## src/rtl/nv9_pkg.sv

```systemverilog
package nv9_pkg;

    // Four-way class of a nine-valued level; the value equals the output code
    typedef enum logic [1:0] {
        CL_U = 2'd0,
        CL_X = 2'd1,
        CL_0 = 2'd2,
        CL_1 = 2'd3
    } cls_t;

    // Named change of the encoded clock between two samples
    typedef enum logic [1:0] {
        TR_IDLE = 2'd0,
        TR_RISE = 2'd1,
        TR_UNK  = 2'd2
    } trans_t;

    // Reset line interpretation
    typedef enum logic [1:0] {
        RM_RUN    = 2'd0,
        RM_CLEAR  = 2'd1,
        RM_POISON = 2'd2,
        RM_BLUR   = 2'd3
    } rmode_t;

    localparam int unsigned CODE_W = 4;

    localparam logic [CODE_W-1:0] LV_U  = 4'd0;
    localparam logic [CODE_W-1:0] LV_X  = 4'd1;
    localparam logic [CODE_W-1:0] LV_0  = 4'd2;
    localparam logic [CODE_W-1:0] LV_1  = 4'd3;
    localparam logic [CODE_W-1:0] LV_Z  = 4'd4;
    localparam logic [CODE_W-1:0] LV_W  = 4'd5;
    localparam logic [CODE_W-1:0] LV_L  = 4'd6;
    localparam logic [CODE_W-1:0] LV_H  = 4'd7;
    localparam logic [CODE_W-1:0] LV_DC = 4'd8;

    function automatic cls_t fold9(input logic [CODE_W-1:0] code);
        cls_t r;
        case (code)
            LV_U:       r = CL_U;
            LV_0, LV_L: r = CL_0;
            LV_1, LV_H: r = CL_1;
            default:    r = CL_X;
        endcase
        return r;
    endfunction

endpackage

```

## src/rtl/nv9_fold.sv

```systemverilog
module nv9_fold
    import nv9_pkg::*;
#(
    parameter int unsigned N = 1
) (
    input  logic [N*CODE_W-1:0] codes_i,
    output logic [N*2-1:0]      cls_o
);

    for (genvar k = 0; k < N; k++) begin : g_lane
        cls_t c;
        always_comb c = fold9(codes_i[k*CODE_W +: CODE_W]);
        assign cls_o[k*2 +: 2] = c;
    end

endmodule

```

## src/rtl/nv9_clk_track.sv

```systemverilog
module nv9_clk_track
    import nv9_pkg::*;
(
    input  logic   clk_i,
    input  logic   rst_ni,
    input  cls_t   cur_i,
    output trans_t trans_o
);

    cls_t prev_q;

    // State register: class of the encoded clock on the previous sample
    always_ff @(posedge clk_i) begin
        if (!rst_ni) prev_q <= CL_U;
        else         prev_q <= cur_i;
    end

    // Transition naming
    always_comb begin
        trans_o = TR_IDLE;
        unique case (prev_q)
            CL_0: begin
                if (cur_i == CL_1)                         trans_o = TR_RISE;
                else if (cur_i == CL_X || cur_i == CL_U)   trans_o = TR_UNK;
                else                                       trans_o = TR_IDLE;
            end
            CL_X, CL_U: begin
                if (cur_i == CL_1) trans_o = TR_UNK;
                else               trans_o = TR_IDLE;
            end
            CL_1: trans_o = TR_IDLE;
        endcase
    end

endmodule

```

## src/rtl/nv9_rst_decode.sv

```systemverilog
module nv9_rst_decode
    import nv9_pkg::*;
#(
    parameter bit RST_HIGH = 1'b1
) (
    input  cls_t   rcls_i,
    output rmode_t mode_o
);

    localparam cls_t ACT_CLS = RST_HIGH ? CL_1 : CL_0;

    always_comb begin
        mode_o = RM_RUN;
        unique case (rcls_i)
            CL_U:       mode_o = RM_POISON;
            CL_X:       mode_o = RM_BLUR;
            CL_0, CL_1: mode_o = (rcls_i == ACT_CLS) ? RM_CLEAR : RM_RUN;
        endcase
    end

endmodule

```

## src/rtl/nv9_bit_cell.sv

```systemverilog
module nv9_bit_cell
    import nv9_pkg::*;
(
    input  logic   clk_i,
    input  logic   rst_ni,
    input  rmode_t mode_i,
    input  trans_t trans_i,
    input  cls_t   d_i,
    output cls_t   q_o
);

    cls_t q_q, q_d;

    always_ff @(posedge clk_i) begin
        if (!rst_ni) q_q <= CL_U;
        else         q_q <= q_d;
    end

    always_comb begin
        q_d = q_q;
        unique case (mode_i)
            RM_POISON: q_d = CL_U;
            RM_CLEAR:  q_d = CL_0;
            RM_BLUR: begin
                if (q_q == CL_0 || q_q == CL_U) q_d = q_q;
                else                            q_d = CL_X;
            end
            RM_RUN: begin
                unique case (trans_i)
                    TR_RISE: q_d = d_i;
                    TR_UNK: begin
                        if (q_q == CL_U)                                   q_d = CL_U;
                        else if ((q_q == CL_0 || q_q == CL_1) && d_i == q_q) q_d = q_q;
                        else                                               q_d = CL_X;
                    end
                    default: q_d = q_q;
                endcase
            end
        endcase
    end

    assign q_o = q_q;

endmodule

```

## src/rtl/nvreg_edge.sv

```systemverilog
module nvreg_edge
    import nv9_pkg::*;
#(
    parameter int unsigned WIDTH    = 8,
    parameter bit          RST_HIGH = 1'b1
) (
    input  logic                  clk_i,
    input  logic                  rst_ni,
    input  logic [3:0]            clk_code_i,
    input  logic [3:0]            rst_code_i,
    input  logic [WIDTH*4-1:0]    din_i,
    output logic [WIDTH*4-1:0]    dout_o
);

    localparam int unsigned DW = WIDTH * CODE_W;

    logic [1:0]       ck_cls_raw, rs_cls_raw;
    logic [WIDTH*2-1:0] d_cls_raw;
    trans_t           trans;
    rmode_t           mode;

    nv9_fold #(.N(1)) u_fold_ck (.codes_i(clk_code_i), .cls_o(ck_cls_raw));
    nv9_fold #(.N(1)) u_fold_rs (.codes_i(rst_code_i), .cls_o(rs_cls_raw));
    nv9_fold #(.N(WIDTH)) u_fold_d (.codes_i(din_i[DW-1:0]), .cls_o(d_cls_raw));

    nv9_clk_track u_track (
        .clk_i  (clk_i),
        .rst_ni (rst_ni),
        .cur_i  (cls_t'(ck_cls_raw)),
        .trans_o(trans)
    );

    nv9_rst_decode #(.RST_HIGH(RST_HIGH)) u_rdec (
        .rcls_i(cls_t'(rs_cls_raw)),
        .mode_o(mode)
    );

    for (genvar k = 0; k < WIDTH; k++) begin : g_bit
        cls_t q;
        nv9_bit_cell u_cell (
            .clk_i  (clk_i),
            .rst_ni (rst_ni),
            .mode_i (mode),
            .trans_i(trans),
            .d_i    (cls_t'(d_cls_raw[k*2 +: 2])),
            .q_o    (q)
        );
        assign dout_o[k*CODE_W +: CODE_W] = {2'b00, q};
    end

endmodule

```

## config.mk

```make
export PLATFORM = sky130hd
export DESIGN_NAME = nvreg_edge
export DESIGN_NICKNAME = d
export VERILOG_FILES = /design/src/rtl/nv9_pkg.sv /design/src/rtl/nv9_fold.sv /design/src/rtl/nv9_clk_track.sv /design/src/rtl/nv9_rst_decode.sv /design/src/rtl/nv9_bit_cell.sv /design/src/rtl/nvreg_edge.sv
export SDC_FILE = /design/constraint.sdc
export NUM_CORES = 1
export LEC_CHECK = 0
export CAP_MARGIN = 5
export CELL_PAD_IN_SITES_DETAIL_PLACEMENT = 1
export CELL_PAD_IN_SITES_GLOBAL_PLACEMENT = 2
export CORE_MARGIN = 5
export CORE_UTILIZATION = 19
export CTS_CLUSTER_SIZE = 14
export DETAILED_ROUTE_END_ITERATION = 10
export PLACE_DENSITY = 0.73
export SLEW_MARGIN = 20
export SYNTH_ARGS = -nofsm -noshare
export SYNTH_HDL_FRONTEND = slang
export SYNTH_SLANG_ARGS = --single-unit
```

## constraint.sdc

```tcl
create_clock -name clk_i -period 1.7 [get_ports clk_i]
set_input_delay 0.17 -clock clk_i [delete_from_list [all_inputs] [get_ports clk_i]]
set_output_delay 0.17 -clock clk_i [all_outputs]
set_load 0.02 [all_outputs]
```

==> results of run 1 <==
==> logic make-up (layout without fill, tap and decap cells) <==
group | after synthesis | in the layout | synth area share
buffers and inverters | 31 | 86 | 0.134
AOI/OAI and AO/OA | 58 | 58 | 0.303
xor gates and xnor gates | 8 | 8 | 0.0484
DFF | 18 | 18 | 0.249
and+or+nand+nor | 60 | 60 | 0.208
other | 1 | 16 | 0.00259
muxes | 8 | 8 | 0.0554
==> state kept, by name (all words and copies together), names as in the netlist <==
signal and count:
u_track.prev_q 2, g_bit.u_cell.q_o 16
==> through the flow <==
step | instances | power [mW] | worst slack [ns]
2_1_floorplan | 199 | 0.749 | 0.0652
3_3_place_gp | 349 | 0.950 | -0.428
3_5_place_dp | 349 | 0.955 | -0.479
4_1_cts | 353 | 1.32 | -0.00353
5_1_grt | 353 | 1.41 | -0.0646
6_report | 353 | 1.34 | -0.0139
==> routing by layer <==
layer	up-vias	global-route usage	part of all wire
met1	737	0.133	0.45
met2	43	0.194	0.49
met3	2	0.0266	0.049
li1	786	-	-
met4	0	0.0160	0.0032
met5	-	0	0
==> Yosys cell counts (all sizes together), types with 6 or more instances <==
library cell	n	share of area
nor3	7	0.024
nor2b	8	0.035
a32o	8	0.055
a41o	8	0.055
xnor2	8	0.048
a21oi	14	0.048
a2111oi	6	0.036
inv	6	0.016
o21ai	9	0.034
dfxtp	18	0.25
mux2i	8	0.055
buf	23	0.11
nor2	23	0.061
nand2	11	0.029
a21o	6	0.031
==> final cells by class <==
| cell class | instances | area, um^2 | share of cell area |
|---|---|---|---|
| multi-input cells | 150 | 1060 | 0.449 |
| inverters | 6 | 22.5 | 0.00951 |
| well taps | 99 | 124 | 0.0523 |
| flip-flops and latches | 18 | 364 | 0.154 |
| repair buffers | 76 | 739 | 0.312 |
| clock buffers | 4 | 55.1 | 0.0232 |
==> critical path: stages, from the launching register on <==
cell and delay [ns]:
dfxtp_4 0.38, nand4bb_4 0.16, o21ai_4 0.10, or4_4 0.43
a221o_1 0.33, a32o_1 0.21
==> worst paths after layout <==
check | slack, ns | cells after the start | from | end
hold / removal | 0.33 | 2 | clk_code_i[3] | u_track.prev_q[0]
setup / recovery | -0.01 | 5 | u_track.prev_q[1] | g_bit[5].u_cell.q_o[0]
hold reg to reg | 0.51 | 2 | g_bit[5].u_cell.q_o[1] | g_bit[5].u_cell.q_o[1]
setup reg to reg | -0.01 | 5 | u_track.prev_q[1] | g_bit[5].u_cell.q_o[0]
==> where the power goes <==
part	internal (mW)	switching, mW
combinational	0.263	0.245
clock	0.206	0.154
sequential	0.442	0.0302
==> what timing repair did <==
item                       in CTS  in global routing
gates resized for setup         9                 25
setup endpoints to repair      16                 16
pin swaps                       4                 16
==> impl_results.md, run 1 <==
* Status: complete, but fails checks
* Failing checks: negative setup slack
* CTS Buf Count at 3
* Worst Tran Pin Value at 0.502 ns
* Post-DRT Antenna Nets at 0
* Die Ht at 97.3 um
* IO Port Bufs at 57
* TNS Setup at -0.0258 ns
* Final GP Congestion at 0.781
* Fillers at 878
* Mapped Cells at 184
* Maximum fanout along the worst path at 7
* Worst clock skew at 0.00167 ns
* Sequential area share after synthesis at 0.249
* Hold-fix buffers, CTS at 0
* Crit path DAT at 1.86 ns
* Hold Path Class: in -> reg
* H-tree depth at 1
* Yosys warnings at 0
* Antenna violations before repair at 0
* Root buffer cell: clkbuf_8
* Largest net degree at the start of global routing at 16
* Layout cells sized above 1 at 0.189
* CTS tree: done
* Netlist cell types at 35
* Ys async rst share at 0
* Core area at 7330 um^2
* Clk buf depth at 2
* Final WL at 5270 um
* Fin nets at 297
* Commonest register cell after synthesis: dfxtp_1
* Worst-path clk slew at 0.07 ns
* Row count at 31
* Synth Area per Inst at 7.86 um^2
* Die Area at 9460 um^2
* Max-Cap Viols at 0
* P_leak at 0.906 nW
* Initial drt markers at 55
* Total grt overflow at 0
* Post-CTS setup buffer count at 0
* Setup-failing EPs final at 2
* Commonest non-fill, non-tap cell in the layout: clkdlybuf4s50_1
* Syn-to-layout area delta at 63.8%
* Initial Utilization at 0.197
* RSZ-0062 raised after global routing: true
* DR WL/cell at 14.9 um
* CP Class: reg -> reg
* # diodes at 0
* Max-slew headroom at 0.665
* Fmax at 583 MHz
* Final Critical Period at 1.71 ns
* DR pass1 iterations at 4
* Startpoint class of the critical path: flop
* Mapped Area at 1450 um^2
* Clock sinks at 18
* First-pass GRT wire length at 8550 um
* GRT Util Overall at 0.108
* Vias in the first global route at 1694
* Commonest non-fill, non-tap cells in the layout: clkdlybuf4s50_1, nor2_1, dfxtp_1
* I/O Pins at 74
* DP Area at 2200 um^2
* Maximum VDD drop at 228 uV
* Vias/cell at 4.44
* Dpl hpwl at 4200 um
* Critical Path Sink Type: flop
* Tcrit/Tclk final at 1.01
* Final WS setup at -0.0139 ns
* Power per cell area at 566 nW/um^2
* Slew Limit Fails at 0
* Final Util at 0.323
* Finished Cell Area at 2370 um^2
* Routed vias at 1568
* Die width at 97.3 um
* Synthesized flop and latch total at 18
* Residual DRC at 0
* Final Hold Viols at 0
* EDFF count, synth at 0
* Required @ worst endpoint at 1.85 ns
* Hold Slack at 0.326 ns
* Clock latency on the worst-skew pair at 0.25 ns
(Power assumes the default switching activity.)
==> run 2, diff against run 1 <==
SKIP_LAST_GASP = 1   (was unset)
==> impl_results.md, run 2 (synthesis gave the netlist of run 1 again) <==
* Status: complete, but fails checks (unchanged)
* Failing checks: negative setup slack (unchanged)
* Routed vias at 1569 (was 1568)
* Syn-to-layout area delta at 63.4% (was 63.8%)
* Power per cell area at 567 nW/um^2 (was 566 nW/um^2)
* Initial drt markers at 61 (was 55)
* Fin nets at 297 (unchanged)
* Startpoint class of the critical path: flop (unchanged)
* # diodes at 0 (unchanged)
* Residual DRC at 0 (unchanged)
* Gate power share at 0.378 (was 0.379)
* Worst Tran Pin Value at 0.502 ns (unchanged)
* Bufs and invs on worst path at 0 (unchanged)
* RR Startpoint: u_track.prev_q[1] (unchanged)
* Row count at 31 (unchanged)
* Max stage delay on crit path at 0.43 ns (about the same)
* Clock sinks at 18 (unchanged)
* FF-to-FF End: g_bit[5].u_cell.q_o[0] (unchanged)
* CTS tree: done (unchanged)
* Fillers at 879 (was 878)
* Worst path cell trace: nand4bb_4, o21ai_4, or4_4, a221o_1, a32o_1 (unchanged)
* Setup-failing EPs final at 2 (unchanged)
* Worst-path clk slew at 0.07 ns (about the same)
* Levels on crit path at 5 (unchanged)
* Int Pwr at 0.911 mW (about the same)
* Final GP Congestion at 0.781 (unchanged)
* Dpl hpwl at 4200 um (unchanged)
* DR WL/cell at 14.9 um (about the same)
* Antenna violations before repair at 0 (unchanged)
* RSZ-0062 raised after global routing: true (unchanged)
* Total grt overflow at 0 (unchanged)
* Post-CTS setup buffer count at 0 (unchanged)
* Max-Cap Viols at 0 (unchanged)
* Vias in the first global route at 1694 (unchanged)
* Required @ worst endpoint at 1.85 ns (about the same)
* Switching power total at 0.428 mW (was 0.429 mW)
* Critical Path Sink Type: flop (unchanged)
* Final WL at 5260 um (was 5270 um)
* Die Area at 9460 um^2 (unchanged)
* IO Port Bufs at 57 (unchanged)
* Commonest non-fill, non-tap cell in the layout: clkdlybuf4s50_1 (unchanged)
* Largest register FFs at 16 (unchanged)
* Die width at 97.3 um (unchanged)
* Crit path DAT at 1.87 ns (was 1.86 ns)
* DP Area at 2200 um^2 (unchanged)
* P_leak at 0.905 nW (was 0.906 nW)
* I/O Pins at 74 (unchanged)
* Dpl ws at -0.479 ns (unchanged)
* CP Class: reg -> reg (unchanged)
* GRT Util Overall at 0.108 (unchanged)
* Vias/cell at 4.44 (about the same)
* Slowest CP cell: or4_4 (unchanged)
* Post-DRT Antenna Nets at 0 (unchanged)
* Setup crit end: g_bit[5].u_cell.q_o[0] (unchanged)
* Sw Share at 0.320 (about the same)
* Maximum VDD drop at 228 uV (about the same)
* Clock latency on the worst-skew pair at 0.25 ns (about the same)
* Final WS setup at -0.0159 ns (was -0.0139 ns)
* Tcrit/Tclk final at 1.01 (about the same)
* Hold-fix buffers, CTS at 0 (unchanged)
* Die Ht at 97.3 um (unchanged)
* H-tree depth at 1 (unchanged)
* Clk buf depth at 2 (unchanged)
* Reg power frac at 0.353 (about the same)
* Clock network power share at 0.269 (about the same)
* Layout cells sized above 1 at 0.185 (was 0.189)
* Hold Path Class: in -> reg (unchanged)
* Largest net degree at the start of global routing at 16 (unchanged)
* Core area at 7330 um^2 (unchanged)
* Fmax at 583 MHz (about the same)
* Max-slew headroom at 0.665 (unchanged)
* Final Critical Period at 1.72 ns (was 1.71 ns)
* DR pass1 iterations at 4 (unchanged)
* R2r setup slk at -0.02 ns (was -0.01 ns)
* CTS Buf Count at 3 (unchanged)
* Root buffer cell: clkbuf_8 (unchanged)
* Worst clock skew at 0.00164 ns (was 0.00167 ns)
* Worst reg2reg path depth at 5 (unchanged)
* Maximum fanout along the worst path at 7 (unchanged)
* Initial Utilization at 0.197 (unchanged)
* Finished Cell Area at 2360 um^2 (was 2370 um^2)
* Crit path from: u_track.prev_q[1] (unchanged)
* Commonest non-fill, non-tap cells in the layout: clkdlybuf4s50_1, nor2_1, dfxtp_1 (unchanged)
* Slew Limit Fails at 0 (unchanged)
* First-pass GRT wire length at 8550 um (unchanged)
* Final Hold Viols at 0 (unchanged)
* Crit-path leading delay family: compound AO/OA/AOI/OAI gates (unchanged)
## run 2: cell counts in the layout (fill, tap and decap cells not counted)
No cell type changed its count.
## run 2: routing by layer
| metal | part of all wire | vias to the layer above | GRT usage |
|---|---|---|---|
| met4 | 0.0032 | 0 | 0.0160 |
| met5 | 0 | - | 0 |
| met1 | 0.45 | 738 | 0.133 |
| met3 | 0.048 | 2 | 0.0266 |
| li1 | - | 786 | - |
| met2 | 0.49 | 43 | 0.194 |
## run 2: area by class of cell
class / instances / area, um^2 / share of cell area
multi-input combinational: 150 / 1060 / 0.448
timing repair buffer: 76 / 739 / 0.313
sequential: 18 / 364 / 0.154
tap: 99 / 124 / 0.0524
clock buffer: 4 / 55.1 / 0.0233
inverter: 6 / 22.5 / 0.00953
## run 2: timing repair
action,4_1_cts,5_1_grt
gates cloned,0,0
endpoints found under the setup margin,16,16
pin swaps,4,15
gates resized for setup,9,24
## run 2: worst min-delay path by stage
stage,start,to,cells past startpoint
after floorplan,clk_code_i[3],u_track.prev_q[0],1
after global placement,g_bit[7].u_cell.q_o[1],g_bit[7].u_cell.q_o[1],2
after detailed placement,g_bit[5].u_cell.q_o[1],g_bit[5].u_cell.q_o[1],2
after CTS,clk_code_i[3],u_track.prev_q[0],2
after global routing,clk_code_i[3],u_track.prev_q[0],2
final,clk_code_i[3],u_track.prev_q[0],2
## run 2: through the flow
step	cells	hold WS (ns)	util	setup TNS, ns	power (mW)
3_5_place_dp	349	0.495	0.300	-6.49	0.955
3_3_place_gp	349	0.483	0.300	-5.89	0.950
4_1_cts	353	0.330	0.311	-0.00643	1.32
5_1_grt	353	0.342	0.322	-0.396	1.41
6_report	353	0.327	0.322	-0.0297	1.34
2_1_floorplan	199	0.302	-	0	0.749
## run 2: power by group through the flow
| stage | Combinational, mW | Sequential [mW] | Clock, mW |
|---|---|---|---|
| after floorplan | 0.251 | 0.498 | 0 |
| final | 0.506 | 0.473 | 0.360 |
| after CTS | 0.481 | 0.472 | 0.367 |
| after global routing | 0.549 | 0.476 | 0.386 |
| after detailed placement | 0.473 | 0.482 | 0 |
| after global placement | 0.469 | 0.481 | 0 |
